File: config.mk
export PLATFORM = sky130hd
export DESIGN_NAME = tpin_ctrl
export DESIGN_NICKNAME = d
export VERILOG_FILES = /design/src/rtl/tpin_pkg.sv /design/src/rtl/tpin_sync.sv /design/src/rtl/tpin_edge.sv /design/src/rtl/tpin_drive.sv /design/src/rtl/tpin_ctrl.sv
export SDC_FILE = /design/constraint.sdc
export NUM_CORES = 1
export LEC_CHECK = 0
export BUFFER_PORTS_ARGS = -buffer_cell sky130_fd_sc_hd__buf_4
export CELL_PAD_IN_SITES_DETAIL_PLACEMENT = 0
export CELL_PAD_IN_SITES_GLOBAL_PLACEMENT = 1
export CORE_MARGIN = 2
export CORE_UTILIZATION = 39
export CTS_BUF_LIST = sky130_fd_sc_hd__clkbuf_8
export CTS_CLUSTER_SIZE = 20
export DETAILED_ROUTE_END_ITERATION = 16
export PLACE_DENSITY_LB_ADDON = 0.1
export SYNTH_ARGS = -nofsm -noshare
export SYNTH_HDL_FRONTEND = slang
export SYNTH_SLANG_ARGS = --single-unit
export TNS_END_PERCENT = 100
File: constraint.sdc
create_clock -name clk -period 1.6 [get_ports clk]
set_clock_uncertainty 0.1 [all_clocks]
set_input_delay 0.24 -clock clk [delete_from_list [all_inputs] [get_ports clk]]
set_output_delay 0.24 -clock clk [all_outputs]
set_load 0.01 [all_outputs]
File: src/rtl/tpin_pkg.sv
package tpin_pkg;

   localparam int REG_W = 32;

   // pin function codes (mode bits [2:0])
   typedef enum logic [2:0] {
      PF_OFF  = 3'd0,
      PF_CAPT = 3'd1,
      PF_CMP  = 3'd2,
      PF_PWM  = 3'd3,
      PF_GPIO = 3'd4
   } pin_fn_e;

   // capture edge choice (mode bits [17:16])
   typedef enum logic [1:0] {
      EDG_NONE = 2'd0,
      EDG_RISE = 2'd1,
      EDG_FALL = 2'd2,
      EDG_ANY  = 2'd3
   } edge_sel_e;

   localparam int FN_LO      = 0;
   localparam int GPIO_VAL   = 4;
   localparam int GPIO_DRV   = 5;
   localparam int IRQ_EN_BIT = 8;
   localparam int OD_BIT     = 9;
   localparam int EDGE_LO    = 16;
   localparam int LVL_BIT    = 8;

endpackage

File: src/rtl/tpin_sync.sv
module tpin_sync #(
   parameter int STAGES = 2
) (
   input  logic clk,
   input  logic rst_n,
   input  logic d,
   output logic q
);
   if (STAGES < 2) begin : g_bad_stages
      $error("tpin_sync: STAGES must be at least 2");
   end

   logic [STAGES-1:0] chain;

   for (genvar i = 0; i < STAGES; i++) begin : g_stage
      if (i == 0) begin : g_first
         always_ff @(posedge clk or negedge rst_n) begin
            if (!rst_n) chain[0] <= 1'b0;
            else        chain[0] <= d;
         end
      end else begin : g_next
         always_ff @(posedge clk or negedge rst_n) begin
            if (!rst_n) chain[i] <= 1'b0;
            else        chain[i] <= chain[i-1];
         end
      end
   end

   assign q = chain[STAGES-1];
endmodule

File: src/rtl/tpin_edge.sv
module tpin_edge
   import tpin_pkg::*;
#(
   parameter int FLAG_W = 4
) (
   input  logic              clk,
   input  logic              rst_n,
   input  logic              lvl,
   input  edge_sel_e         sel,
   input  logic [FLAG_W-2:0] evt,
   input  logic [FLAG_W-1:0] clr,
   output logic              hit,
   output logic [FLAG_W-1:0] flags
);
   if (FLAG_W < 2) begin : g_bad_flag_w
      $error("tpin_edge: FLAG_W must be at least 2");
   end

   logic lvl_prev;
   logic rise, fall;

   assign rise = lvl & ~lvl_prev;
   assign fall = ~lvl & lvl_prev;

   always_comb begin
      unique case (sel)
         EDG_RISE: hit = rise;
         EDG_FALL: hit = fall;
         EDG_ANY:  hit = rise | fall;
         default:  hit = 1'b0;
      endcase
   end

   always_ff @(posedge clk or negedge rst_n) begin
      if (!rst_n) begin
         lvl_prev <= 1'b0;
         flags    <= '0;
      end else begin
         lvl_prev <= lvl;
         // a new event wins over a clear in the same cycle
         flags    <= (flags & ~clr) | {evt, hit};
      end
   end
endmodule

File: src/rtl/tpin_drive.sv
module tpin_drive
   import tpin_pkg::*;
(
   input  pin_fn_e   fn,
   input  logic      gpio_drv,
   input  logic      gpio_val,
   input  logic      capt_armed,
   input  logic      open_drain,
   input  logic      wave,
   output logic      oe,
   output logic      out
);
   logic want, val;

   always_comb begin
      want = 1'b0;
      val  = 1'b0;
      unique case (fn)
         PF_CMP, PF_PWM: begin
            want = 1'b1;
            val  = wave;
         end
         PF_GPIO: begin
            want = gpio_drv & ~capt_armed;
            val  = gpio_val;
         end
         default: begin
            want = 1'b0;
            val  = 1'b0;
         end
      endcase
   end

   assign oe  = want & ~(open_drain & val);
   assign out = oe & val;
endmodule

File: src/rtl/tpin_ctrl.sv
module tpin_ctrl
   import tpin_pkg::*;
#(
   parameter int SYNC_STAGES = 2,
   parameter int FLAG_W      = 4
) (
   input  logic              clk,
   input  logic              rst_n,
   input  logic              wr_en,
   input  logic              wr_addr,
   input  logic [REG_W-1:0]  wr_data,
   input  logic              rd_addr,
   output logic [REG_W-1:0]  rd_data,
   input  logic [FLAG_W-2:0] evt_set,
   input  logic              cnt_wave,
   input  logic              pin_in,
   output logic              pin_oe,
   output logic              pin_out,
   output logic              irq
);
   if (FLAG_W > LVL_BIT) begin : g_bad_flags
      $error("tpin_ctrl: flags would overlap the level bit");
   end

   localparam logic ADDR_MODE = 1'b0;
   localparam logic ADDR_STAT = 1'b1;

   logic [REG_W-1:0]  mode_q;
   logic              lvl_s;
   logic              edge_hit;
   logic [FLAG_W-1:0] flags;
   logic [FLAG_W-1:0] clr_mask;
   logic [REG_W-1:0]  status_w;
   edge_sel_e         edge_sel;
   pin_fn_e           fn;

   always_ff @(posedge clk or negedge rst_n) begin
      if (!rst_n)                             mode_q <= '0;
      else if (wr_en && wr_addr == ADDR_MODE) mode_q <= wr_data;
   end

   assign clr_mask = (wr_en && wr_addr == ADDR_STAT) ? wr_data[FLAG_W-1:0] : '0;
   assign edge_sel = edge_sel_e'(mode_q[EDGE_LO+1:EDGE_LO]);
   assign fn       = pin_fn_e'(mode_q[FN_LO+2:FN_LO]);

   tpin_sync #(.STAGES(SYNC_STAGES)) u_sync (
      .clk   (clk),
      .rst_n (rst_n),
      .d     (pin_in),
      .q     (lvl_s)
   );

   tpin_edge #(.FLAG_W(FLAG_W)) u_edge (
      .clk   (clk),
      .rst_n (rst_n),
      .lvl   (lvl_s),
      .sel   (edge_sel),
      .evt   (evt_set),
      .clr   (clr_mask),
      .hit   (edge_hit),
      .flags (flags)
   );

   tpin_drive u_drive (
      .fn         (fn),
      .gpio_drv   (mode_q[GPIO_DRV]),
      .gpio_val   (mode_q[GPIO_VAL]),
      .capt_armed (edge_sel != EDG_NONE),
      .open_drain (mode_q[OD_BIT]),
      .wave       (cnt_wave),
      .oe         (pin_oe),
      .out        (pin_out)
   );

   always_comb begin
      status_w                 = '0;
      status_w[FLAG_W-1:0]     = flags;
      status_w[LVL_BIT]        = lvl_s;
   end

   assign rd_data = (rd_addr == ADDR_STAT) ? status_w : mode_q;
   assign irq     = mode_q[IRQ_EN_BIT] & (|flags);
endmodule

# Word-level counts from Yosys, hierarchy flattened
# Index checks and enable logic that the tools add are counted.
# word_totals
regBits,39
inputBits,42
out_inout_bits,35
word_cells,37
# op_classes
n_eq_ne,6
n_mux,5
bitwise_logic,16
reduce_logical,5
# op_table
operator,n
two-way mux 32 bit,1
bitwise AND 1 bit,7
"== test 3 x 2 -> 1 bit, second input constant",2
NOT 1 bit,5
bitwise AND 4 bit,1
"== test 2 bit, second input constant",2
two-way mux 4 bit,1
NOT 4 bit,1
OR 4 bit,1
one-hot mux 1 bit (2 select lines),2
OR reduction 4 bit,1
"== test 3 bit, second input constant",1
one-hot mux 1 bit (3 select lines),1
"== test 2 x 1 -> 1 bit, second input constant",1
logical AND 1 bit,2
nonzero test 2 bit,1
OR reduction 2 bit,1
OR 1 bit,1

# Logic depth before layout (Yosys ltp)
# Gate-level depths: netlist of run 1.
# logic_depth
ltp_word,7
depth_mapped,5
ltp_nobuf,5

# Modules after synthesis
# A second synthesis of run 1 with hierarchy kept.
# hier_totals
hier_cells,141
hier_area_um2,1985.7
# modules_own_cells
mod,instances,cells_each,area_each_um2,seq_area_each_um2
tpin_ctrl,1,110,1636.6,800.8
tpin_edge,1,22,241.5,125.1
tpin_drive,1,7,57.6,0.0
tpin_sync,1,2,50.0,50.0

# Worst setup path before layout of run 1
# OpenSTA, ideal clock, no wires.
# synth_timing
path_type,register -> output
start,register mode_q[1]
end,output port pin_out
t_arrival_ps,1005
required_time_ps,1260
setup_slack_ps,255
stages_incl_launch_ff,4
n_path_buf,0
cell_sequence,dfrtp_1 > nor2_1 > a32o_1 > nor3b_1
# synth_via
elab_chain_len,7
word_cells_on_any_way,10
cone_classes,eq/ne: 3; mux: 2; bitwise: 4; reduce/logical: 1
# synth_rtl
item,line,rtl
"start, declared",tpin_ctrl.sv:28,logic [REG_W-1:0] mode_q;
"start signal, assigned",tpin_ctrl.sv:39,else if (wr_en && wr_addr == ADDR_MODE) mode_q <= wr_data;
== test 3 x 2 -> 1 bit,tpin_drive.sv:18,unique case (fn)
OR reduction 2 bit,tpin_drive.sv:18,
one-hot mux 1 bit (2 select lines),tpin_drive.sv:18,
bitwise AND 1 bit,tpin_drive.sv:34,assign oe = want & ~(open_drain & val);
NOT 1 bit,tpin_drive.sv:34,
bitwise AND 1 bit,tpin_drive.sv:34,
bitwise AND 1 bit (*),tpin_drive.sv:35,assign out = oe & val;
"end, declared",tpin_ctrl.sv:18,"output logic pin_out,"
# Mark *: on every way between the ends. The rest lies on a longest branch, timed or not.

# Worst setup path after layout of run 1
# Ends and elaborated chain as after synthesis.

==> results by group, run 1 <==
Outcome
  – Status: finished, violations left
  – Failing checks: negative setup slack

Routing
  – DR iter-0 viols: 40
  – Final WL: 4346 um
  – DRT Pass-1 Iters: 4
  – Residual DRC: 0
  – DR vias/cell: 4.560
  – Post-DRT Antenna Nets: 0
  – Drt wl/cell: 14.93 um
  – Vias: between 1k and 1.5k

Clock tree
  – CTS max path bufs: 2
  – CTS tree: done
  – TritonCTS Buffers: 5
  – H-tree lvl count: 2
  – Clock transition at path regs: about 70 ps
  – Clock latency on the worst-skew pair: 280 ps
  – CTS sink cnt: 39
  – Root buffer cell: clkbuf_8

Yosys
  – FFs w/ async S/R, synth: 100.0%
  – Most frequent cell after synthesis: dfrtp_1
  – Share of the synthesized area in the top cell type: 50.62%
  – Yosys reg bits: 39
  – Mapped cell area: 0.001928 mm^2
  – Post-Synthesis Cells: between 100 and 150
  – Syn_nets: 180
  – Number of synthesis warnings: 0
  – Commonest cells in the netlist: dfrtp_1 (39), nor2b_1 (31), mux2_4 (30)
  – Post-synthesis cell type count: 21
  – Main flop type after synthesis: dfrtp_1
  – Seq/Total Area, Yosys: roughly half
  – Syn avg cell area: 14.18 um^2
  – Top post-synthesis cells by area: dfrtp_1 (51%), mux2_4 (23%), nor2b_1 (10%)
  – Number of synthesized flops with an enable pin: 0
  – Largest area contributor in the netlist: dfrtp_1

Setup path
  – Reg-to-reg setup timing slack: between 200 and 300 ps
  – Worst Setup End Kind: output pin
  – Slowest CP cell: dfrtp_1
  – Reg2reg start: u_sync.q$_DFF_PN0_
  – Levels on crit path: 4
  – Slowest stage delay, CP: 420 ps
  – Critical path capture point: pin_out
  – WP data required: 1260 ps
  – Critical R2R Capture: u_edge.flags[0]$_DFF_PN0_
  – Worst Path Buf+Inv: 1
  – Cell family with most CP delay: flip-flops
  – CP startpoint kind: register
  – Cell count of the worst reg-to-reg path: 5
  – CP Class: reg2out
  – CP Cell Sequence: nor2_2 -> a32o_2 -> nor3b_2 -> buf_4
  – Critical path peak fanout: 3
  – Worst EP arrival: 1370 ps
  – Critical Path Source: mode_q[1]$_DFFE_PN0P_

STA
  – Final setup TNS: -212.0 ps
  – Fin crit share: 107.0%
  – Slew @ Worst Pin: 513.1 ps
  – PnR worst setup slack: -112.2 ps
  – Final setup vio count: 3
  – Final Max Tran Viols: 0
  – Highest clock rate: ~600 MHz
  – Max-slew headroom: 65.79%
  – RSZ-0062 raised after global routing: yes
  – Final min period: 1712 ps
  – Fin. Hold Viols: 0

Die
  – Initial Util: between 40% and 50%
  – # rows: 25
  – Io pins: slightly below 80
  – Die H: 74.31 um
  – Overall die area: 0.005522 mm^2
  – Core outline area: 0.004755 mm^2
  – Die W: 74.31 um

Global routing
  – GR Overflow Total: 0
  – Total track usage: between 10% and 20%
  – Vias in the first global route: 1396
  – GRT met1 Usage: 21.97%
  – Largest net degree at the start of global routing: 40
  – GR Util met2: 26.19%
  – Initial antenna violation count: 0
  – GR Util met3: under 10%
  – GRT busiest layer: met2
  – First-pass GRT wire length: 6851 um

Pwr
  – Power, Total: approximately 2.7 mW
  – Internal power: between 1.5 and 2 mW
  – NetSw: slightly below 0.7 mW
  – Switching share of power: roughly 26%
  – Leakage power: between 1 and 1.5 nW
  – Sequential Power Share: 45.2%
  – Power Density: 968.0 mW/mm^2
  – Max rail drop VDD: 0.4202 mV
  – Clk network pwr share: 26.9%
  – Gate power share: 27.9%

Layout
  – Area grow syn2layout: 43.41%
  – N_diodes: 0
  – Nets: 267
  – Reg area: 977.2 um^2
  – Fill cells: 430
  – Multi-input gate area: 902.1 um^2
  – Layout cells sized above 1: 61.61%
  – Layout Cell Area excl Fill: 0.002765 mm^2
  – Final non-filler cell total: 291

Min path
  – Hold Crit Start: evt_set[2]
  – HP Class: in2reg

Placed design
  – Placed inst area: 0.002554 mm^2
  – Dpl ws: around 120 ps
  – Final HPWL DP: 3078 um
  – GP Congestion: 0.7687
  – Placed Instances: 275
  – # port buffers: 76

Flow run
  – Max-cap viol count: 0
==> registers in the layout, summed over array words and instances, names as in the netlist <==
| name | flops |
|---|---|
| mode_q | 32 |
| u_edge.flags | 4 |
| u_edge.lvl_prev | 1 |
| u_sync.chain | 1 |
| u_sync.q | 1 |
==> what timing repair did <==
item | CTS | global route
resized for setup | 8 | 5
buffers inserted | 5 | 1
endpoints found under the hold margin | 40 | 0
pin swaps | 5 | 1
hold buffers | 2 | 0
endpoints found under the setup margin | 2 | 6
cloned | 0 | 0
==> worst min-delay path by stage <==
stage | to | slack, ps | cells after the start
4_1_cts | u_edge.flags[3]$_DFF_PN0_ | 20 | 2
2_1_floorplan | mode_q[0]$_DFFE_PN0P_ | -160 | 0
3_3_place_gp | mode_q[19]$_DFFE_PN0P_ | 140 | 1
5_1_grt | u_edge.flags[1]$_DFF_PN0_ | 20 | 2
3_5_place_dp | mode_q[19]$_DFFE_PN0P_ | 150 | 1
6_report | u_edge.flags[3]$_DFF_PN0_ | 30 | 2
==> layout make-up <==
cell class	count	share of cell area, %
Sequential cell	39	35.34
Multi-Input combinational cell	88	32.62
Timing Repair Buffer	87	25.11
Clock buffer	7	3.484
Tap cell	67	3.032
Inverter	2	0.2715
Clock inverter	1	0.1357
==> per-stage QoR <==
step | util, % | hold slack, ps
finish | 58.16 | 26.89
global route | 58.16 | 24.50
CTS | 57.66 | 19.86
detailed placement | 53.71 | 148.2
global placement | 53.71 | 137.9
floorplan | - | -155.6
==> cells by family after synthesis <==
family          count (synthesis)  synth area share (%)
fa+ha+maj                       2                 1.298
buf+inv                         9                 4.737
compound gates                  9                 3.634
mux                            37                 27.45
simple gates                   40                 12.27
flops                          39                 50.62
==> cells in the final DEF (no fill, tap or decap), drive strengths merged, types with 2 or more instances in the layout <==
master and count:
nand2 2, ha 2, clkbuf 7, buf 85
nand3 4, inv 3, nor2b 31, a21o 3
dlygate4sd3 2, dfrtp 39, nor2 2, mux2 37
==> metal layers <==
layer / share of wire, % / vias up
met5: 0 / -
met3: 6.1 / 7
li1: - / 634
met4: 1.5 / 0
met2: 48 / 50
met1: 44 / 636
==> worst reg2reg max path, delay by kind of cell (launching register included) <==
kind	cells	cell delay (ps)
adder cells (fa/ha/maj)	1	280
AO/OA/AOI/OAI	2	300
flip-flops	1	390
AND/OR/NAND/NOR	1	50
buffers and inverters	1	60
==> power by group through the flow <==
stage	Combinational, mW	Sequential (mW)	Clock [mW]
6_report	0.746	1.21	0.720
5_1_grt	0.801	1.23	0.787
2_1_floorplan	0.400	1.20	0
3_5_place_dp	0.681	1.23	0
3_3_place_gp	0.671	1.22	0
4_1_cts	0.739	1.21	0.741
Note: power is estimated with default switching activity, not from simulation.
==> run 2: changes to the inputs <==
--- a/config.mk
+++ b/config.mk
@@ -5,15 +5,16 @@
 export SDC_FILE = /design/constraint.sdc
 export NUM_CORES = 1
 export LEC_CHECK = 0
-export BUFFER_PORTS_ARGS = -buffer_cell sky130_fd_sc_hd__buf_4
 export CELL_PAD_IN_SITES_DETAIL_PLACEMENT = 0
 export CELL_PAD_IN_SITES_GLOBAL_PLACEMENT = 1
 export CORE_MARGIN = 2
-export CORE_UTILIZATION = 39
+export CORE_UTILIZATION = 40
 export CTS_BUF_LIST = sky130_fd_sc_hd__clkbuf_8
 export CTS_CLUSTER_SIZE = 20
 export DETAILED_ROUTE_END_ITERATION = 16
+export DONT_BUFFER_PORTS = 1
 export PLACE_DENSITY_LB_ADDON = 0.1
+export SLEW_MARGIN = 25
 export SYNTH_ARGS = -nofsm -noshare
 export SYNTH_HDL_FRONTEND = slang
 export SYNTH_SLANG_ARGS = --single-unit
==> results by group, run 2 (synthesized netlist as in run 1, its figures left out) <==
Global routing
  – Initial antenna violation count: 0 (unchanged)
  – First-pass GRT wire length: 5892 um (was 6851 um)
  – Largest net degree at the start of global routing: 40 (unchanged)
  – GR Overflow Total: 0 (unchanged)
  – Total track usage: 14.77% (was 16.56%)
  – Vias in the first global route: 1183 (was 1396)

Clock tree
  – CTS max path bufs: 2 (unchanged)
  – Clock transition at path regs: 80 ps (was 70 ps)
  – CTS sink cnt: 39 (unchanged)
  – Root buffer cell: clkbuf_8 (unchanged)
  – TritonCTS Buffers: 5 (unchanged)
  – Clock latency on the worst-skew pair: 280 ps (about the same)
  – CTS tree: done (unchanged)
  – H-tree lvl count: 2 (unchanged)

Outcome
  – Failing checks: negative setup slack (unchanged)
  – Status: finished, violations left (unchanged)

Layout
  – Nets: 223 (was 267)
  – Max reg flops: 32 (unchanged)
  – Reg area: 975.9 um^2 (was 977.2 um^2)
  – Fill cells: 413 (was 430)
  – Layout Cell Area excl Fill: 0.002514 mm^2 (was 0.002765 mm^2)
  – Registers with the most flip-flops: mode_q: 32 flops, u_edge.flags: 4 flops (unchanged)
  – Commonest non-fill, non-tap cell in the layout: dfrtp_1 (was buf_4)
  – Layout cells sized above 1: 32.78% (was 61.61%)
  – Top reg by flops: mode_q (unchanged)
  – Area grow syn2layout: 30.37% (was 43.41%)
  – N_diodes: 0 (unchanged)
  – Most frequent cells in the layout: dfrtp_1 (39), dlygate4sd3_1 (37), mux2_4 (30) (was buf_4 (80), dfrtp_1 (38), mux2_4 (31))
  – Multi-input gate area: 904.6 um^2 (was 902.1 um^2)
  – Final non-filler cell total: 234 (was 291)

Placed design
  – Placed inst area: 0.001962 mm^2 (was 0.002554 mm^2)
  – Placed Instances: 187 (was 275)
  – # port buffers: 0 (was 76)
  – Final HPWL DP: 2526 um (was 3078 um)
  – GP Congestion: 0.7044 (was 0.7687)

Setup path
  – Critical path peak fanout: 3 (unchanged)
  – CP Class: reg2out (unchanged)
  – CP startpoint kind: register (unchanged)
  – Worst EP arrival: 1290 ps (was 1370 ps)
  – Slowest CP cell: dfrtp_1 (unchanged)
  – Slowest stage delay, CP: 410 ps (was 420 ps)
  – Worst Setup End Kind: output pin (unchanged)
  – Reg-to-reg setup timing slack: 360 ps (was 290 ps)
  – WP data required: 1260 ps (about the same)
  – CP Cell Sequence: nor2_2 -> a41oi_2 -> nor3b_4 (was nor2_2 -> a32o_2 -> nor3b_2 -> buf_4)
  – Cell family with most CP delay: simple AND/OR/NAND/NOR gates (was flip-flops)
  – Worst Path Buf+Inv: 0 (was 1)

STA
  – Final min period: 1626 ps (was 1712 ps)
  – Final setup vio count: 2 (was 3)
  – PnR worst setup slack: -25.95 ps (was -112.2 ps)
  – Highest clock rate: 615.0 MHz (was 584.0 MHz)
  – RSZ-0062 raised after global routing: yes (unchanged)
  – Fin crit share: 101.6% (was 107.0%)
  – Fin. Hold Viols: 0 (unchanged)
  – Final Max Tran Viols: 0 (unchanged)
  – Max-slew headroom: 81.90% (was 65.79%)
  – Slew @ Worst Pin: 271.0 ps (was 513.1 ps)

Die
  – Overall die area: 0.005392 mm^2 (was 0.005522 mm^2)
  – Die H: 73.43 um (was 74.31 um)
  – Core outline area: 0.004692 mm^2 (was 0.004755 mm^2)
  – Io pins: 77 (unchanged)
  – Initial Util: 41.09% (was 40.55%)
  – # rows: 25 (unchanged)
  – Die W: 73.43 um (was 74.31 um)

Routing
  – Final WL: 3815 um (was 4346 um)
  – Post-DRT Antenna Nets: 0 (unchanged)
  – Drt wl/cell: 16.30 um (was 14.93 um)
  – Residual DRC: 0 (unchanged)
  – Vias: 1186 (was 1327)
  – DR vias/cell: 5.068 (was 4.560)
  – DR iter-0 viols: 37 (was 40)
  – DRT Pass-1 Iters: 4 (unchanged)

Pwr
  – Power Density: 1038 mW/mm^2 (was 968.0 mW/mm^2)
  – Leakage power: 1.101 nW (was 1.338 nW)
  – Power, Total: 2.608 mW (was 2.677 mW)
  – Max rail drop VDD: 0.5756 mV (was 0.4202 mV)

Min path
  – HP Class: in2reg (unchanged)

Flow run
  – Max-cap viol count: 0 (unchanged)
-- run 2: what timing repair did --
item / CTS / global route
buffers inserted: 1 / 0
hold buffers: 38 / 0
pin swaps: 6 / 0
hold endpoints to repair: 75 / 0
resized for setup: 9 / 0
setup endpoints to repair: 2 / 2
-- run 2: worst paths after layout --
check                                           from                        end  depth (start not counted)
min in group asynchronous                      rst_n     mode_q[25]$_DFFE_PN0P_                          2
hold / removal                                 wr_en  u_edge.flags[2]$_DFF_PN0_                          2
hold reg to reg            u_sync.chain[0]$_DFF_PN0_         u_sync.q$_DFF_PN0_                          0
setup reg to reg                  u_sync.q$_DFF_PN0_  u_edge.flags[0]$_DFF_PN0_                          5
max in group asynchronous                      rst_n  u_edge.lvl_prev$_DFF_PN0_                          2
setup / recovery               mode_q[0]$_DFFE_PN0P_                    pin_out                          3
-- run 2: stage by stage --
stage / utilization [%] / setup WS, ps / hold WS (ps) / setup TNS [ps]
6_report: 53.57 / -25.95 / 29.90 / -46.39
4_1_cts: 53.57 / -34.03 / 20.37 / -62.38
2_1_floorplan: - / 255.4 / -155.6 / 0
5_1_grt: 53.57 / -85.65 / 33.14 / -160.0
3_5_place_dp: 41.81 / 150.4 / -154.6 / 0
3_3_place_gp: 41.81 / 172.5 / -154.7 / 0
-- run 2: per-layer routing --
layer | wire length [um] | track usage (%) | vias to the layer above | part of all wire [%]
met2 | 1774 | 22.62 | 45 | 47
li1 | - | - | 546 | -
met1 | 1758 | 19.88 | 590 | 46
met5 | 0 | 0 | - | 0
met4 | 46 | 4.848 | 0 | 1.2
met3 | 236 | 4.801 | 5 | 6.2
-- run 2: power breakdown --
part	switching [mW]	leakage, nW	total [mW]	internal (mW)
combinational	0.208	0.590	0.553	0.345
clock	0.341	0.0612	0.845	0.505
sequential	0.0908	0.450	1.21	1.12
total	0.639	1.10	2.61	1.97
-- run 2: area by class of cell --
class	instances	area share [%]
Clock buffer	6	3.285
Clock inverter	2	1.394
Inverter	2	0.2987
Multi-Input combinational cell	88	35.99
Sequential cell	39	38.83
Tap cell	54	2.688
Timing Repair Buffer	43	17.52
==> run 3: changes to the inputs <==
--- a/config.mk
+++ b/config.mk
@@ -14,8 +14,10 @@
 export DETAILED_ROUTE_END_ITERATION = 16
 export DONT_BUFFER_PORTS = 1
 export PLACE_DENSITY_LB_ADDON = 0.1
+export SKIP_LAST_GASP = 1
 export SLEW_MARGIN = 25
 export SYNTH_ARGS = -nofsm -noshare
 export SYNTH_HDL_FRONTEND = slang
+export SYNTH_HIERARCHICAL = 1
 export SYNTH_SLANG_ARGS = --single-unit
 export TNS_END_PERCENT = 100
==> results by group, run 3 <==
Outcome
  – Status: finished, violations left (unchanged)
  – Failing checks: negative setup slack (unchanged)

Setup path
  – Critical path peak fanout: 2 (was 3)
  – Critical Path Source: mode_q[16]$_DFFE_PN0P_ (was mode_q[0]$_DFFE_PN0P_)
  – WP data required: 1260 ps (about the same)
  – CP Class: reg2out (unchanged)
  – Reg2reg start: u_sync/q$_DFF_PN0_ (was u_sync.q$_DFF_PN0_)
  – CP startpoint kind: register (unchanged)
  – Cell count of the worst reg-to-reg path: 5 (unchanged)
  – Worst EP arrival: 1580 ps (was 1290 ps)
  – Worst Setup End Kind: output pin (unchanged)

Die
  – Io pins: 77 (unchanged)
  – Die W: 74.37 um (was 73.43 um)
  – Initial Util: 41.66% (was 41.09%)
  – Die H: 74.37 um (was 73.43 um)
  – # rows: 25 (unchanged)
  – Overall die area: 0.005530 mm^2 (was 0.005392 mm^2)
  – Core outline area: 0.004755 mm^2 (was 0.004692 mm^2)

STA
  – Slew @ Worst Pin: 259.2 ps (was 271.0 ps)
  – Highest clock rate: 519.8 MHz (was 615.0 MHz)
  – Fin crit share: 120.2% (was 101.6%)
  – Final setup vio count: 2 (unchanged)
  – Final Max Tran Viols: 0 (unchanged)
  – Max-slew headroom: 82.68% (was 81.90%)
  – Hold_ws: 163.4 ps (was 29.90 ps)
  – RSZ-0062 raised after global routing: yes (unchanged)
  – Fin. Hold Viols: 0 (unchanged)
  – PnR worst setup slack: -324.0 ps (was -25.95 ps)
  – Final min period: 1924 ps (was 1626 ps)

Placed design
  – # port buffers: 0 (unchanged)
  – Final HPWL DP: 2503 um (was 2526 um)
  – Placed Instances: 204 (was 187)
  – GP Congestion: 0.7652 (was 0.7044)
  – Dpl ws: -55.19 ps (was 150.4 ps)

Layout
  – N_diodes: 0 (unchanged)
  – Nets: 227 (was 223)
  – Area grow syn2layout: 27.54% (was 30.37%)
  – Final non-filler cell total: 251 (was 234)
  – Registers with the most flip-flops: mode_q: 32 flops, u_edge/flags: 4 flops (was mode_q: 32 flops, u_edge.flags: 4 flops)
  – Max reg flops: 32 (unchanged)
  – Commonest non-fill, non-tap cell in the layout: dfrtp_1 (unchanged)
  – Fill cells: 435 (was 413)
  – Most frequent cells in the layout: dfrtp_1 (39), dlygate4sd3_1 (37), mux2_4 (31) (was dfrtp_1 (39), dlygate4sd3_1 (37), mux2_4 (30))
  – Top reg by flops: mode_q (unchanged)
  – Final Core Density: 53.13% (was 53.57%)
  – Layout cells sized above 1: 32.61% (was 32.78%)

Global routing
  – First-pass GRT wire length: 6106 um (was 5892 um)
  – Largest net degree at the start of global routing: 40 (unchanged)
  – Initial antenna violation count: 0 (unchanged)
  – Vias in the first global route: 1262 (was 1183)
  – GR Overflow Total: 0 (unchanged)
  – Total track usage: 14.75% (was 14.77%)

Clock tree
  – Post-CTS sizing: 0 (was 9)
  – CTS sink cnt: 39 (unchanged)
  – Root buffer cell: clkbuf_8 (unchanged)
  – H-tree lvl count: 2 (unchanged)
  – Clock transition at path regs: 70 ps (was 80 ps)
  – Clock latency on the worst-skew pair: 280 ps (about the same)
  – TritonCTS Buffers: 5 (unchanged)
  – CTS max path bufs: 2 (unchanged)
  – CTS tree: done (unchanged)

Routing
  – DR vias/cell: 4.717 (was 5.068)
  – Residual DRC: 0 (unchanged)
  – Drt wl/cell: 15.77 um (was 16.30 um)
  – Vias: 1184 (was 1186)
  – DR iter-0 viols: 36 (was 37)
  – Final WL: 3958 um (was 3815 um)
  – DRT Pass-1 Iters: 3 (was 4)
  – Post-DRT Antenna Nets: 0 (unchanged)

Min path
  – HP Class: in2reg (unchanged)
  – Hold Crit Start: wr_en (unchanged)
  – Hold Path Depth: 2 (unchanged)

Flow run
  – Max-cap viol count: 0 (unchanged)

Pwr
  – Power Density: 946.1 mW/mm^2 (was 1038 mW/mm^2)
  – Max rail drop VDD: 0.4602 mV (was 0.5756 mV)
  – Leakage power: 1.118 nW (was 1.101 nW)

Yosys
  – Number of synthesis warnings: 6 (was 0)
  – Syn avg cell area: 14.15 um^2 (was 14.18 um^2)
  – Mapped cell area: 0.001981 mm^2 (was 0.001928 mm^2)
  – Post-Synthesis Cells: 140 (was 136)
  – Syn_nets: 184 (was 180)
-- run 3: worst paths after layout --
check | end | slack [ps]
max reg2reg | u_edge/flags[0]$_DFF_PN0_ | 320
max in group asynchronous | mode_q[22]$_DFFE_PN0P_ | 910
max | pin_out | -320
min | u_edge/flags[0]$_DFF_PN0_ | 160
min reg2reg | u_sync/q$_DFF_PN0_ | 260
min in group asynchronous | u_edge/flags[0]$_DFF_PN0_ | 310
-- run 3: where the power goes --
| group | switching (mW) | internal (mW) | leakage, nW |
|---|---|---|---|
| logic | 0.208 | 0.356 | 0.618 |
| registers | 0.0885 | 1.12 | 0.450 |
| clock network | 0.325 | 0.293 | 0.0505 |
-- run 3: routing by layer --
| layer | vias up | part of all wire (%) | global-route usage [%] |
|---|---|---|---|
| li1 | 560 | - | - |
| met1 | 581 | 43 | 18.03 |
| met2 | 41 | 51 | 24.48 |
| met3 | 2 | 6.2 | 5.556 |
| met4 | 0 | 0.33 | 4.167 |
| met5 | - | 0 | 0 |
-- run 3: cell type report --
cell class	count	area (um^2)	share of cell area, %
Sequential cell	39	975.9	38.63
Multi-Input combinational cell	88	922.1	36.50
Timing Repair Buffer	43	440.4	17.43
Tap cell	67	83.83	3.318
Clock buffer	5	68.82	2.724
Inverter	6	22.52	0.8915
Clock inverter	3	12.51	0.4953
-- run 3: per-stage QoR --
stage	area (um^2)	TNS [ps]	power (mW)
detailed placement	2047	-55.19	1.689
floorplan	1997	-64.07	1.631
finish	2526	-592.4	2.390
CTS	2526	-625.3	2.426
global placement	2047	-43.55	1.680
global route	2526	-716.3	2.529
-- run 3: worst max-delay path, stage by stage, from the launching register on --
cell,delay [ps]
dfrtp_1,380
or2_4,240
nand4bb_1,160
mux2_4,310
nor3b_4,220
-- run 3: repair_timing --
item / CTS / global route
endpoints found under the setup margin: 2 / 2
hold buffers: 38 / 0
pin swaps: 2 / 0
setup buffers: 1 / 0
hold endpoints to repair: 75 / 0
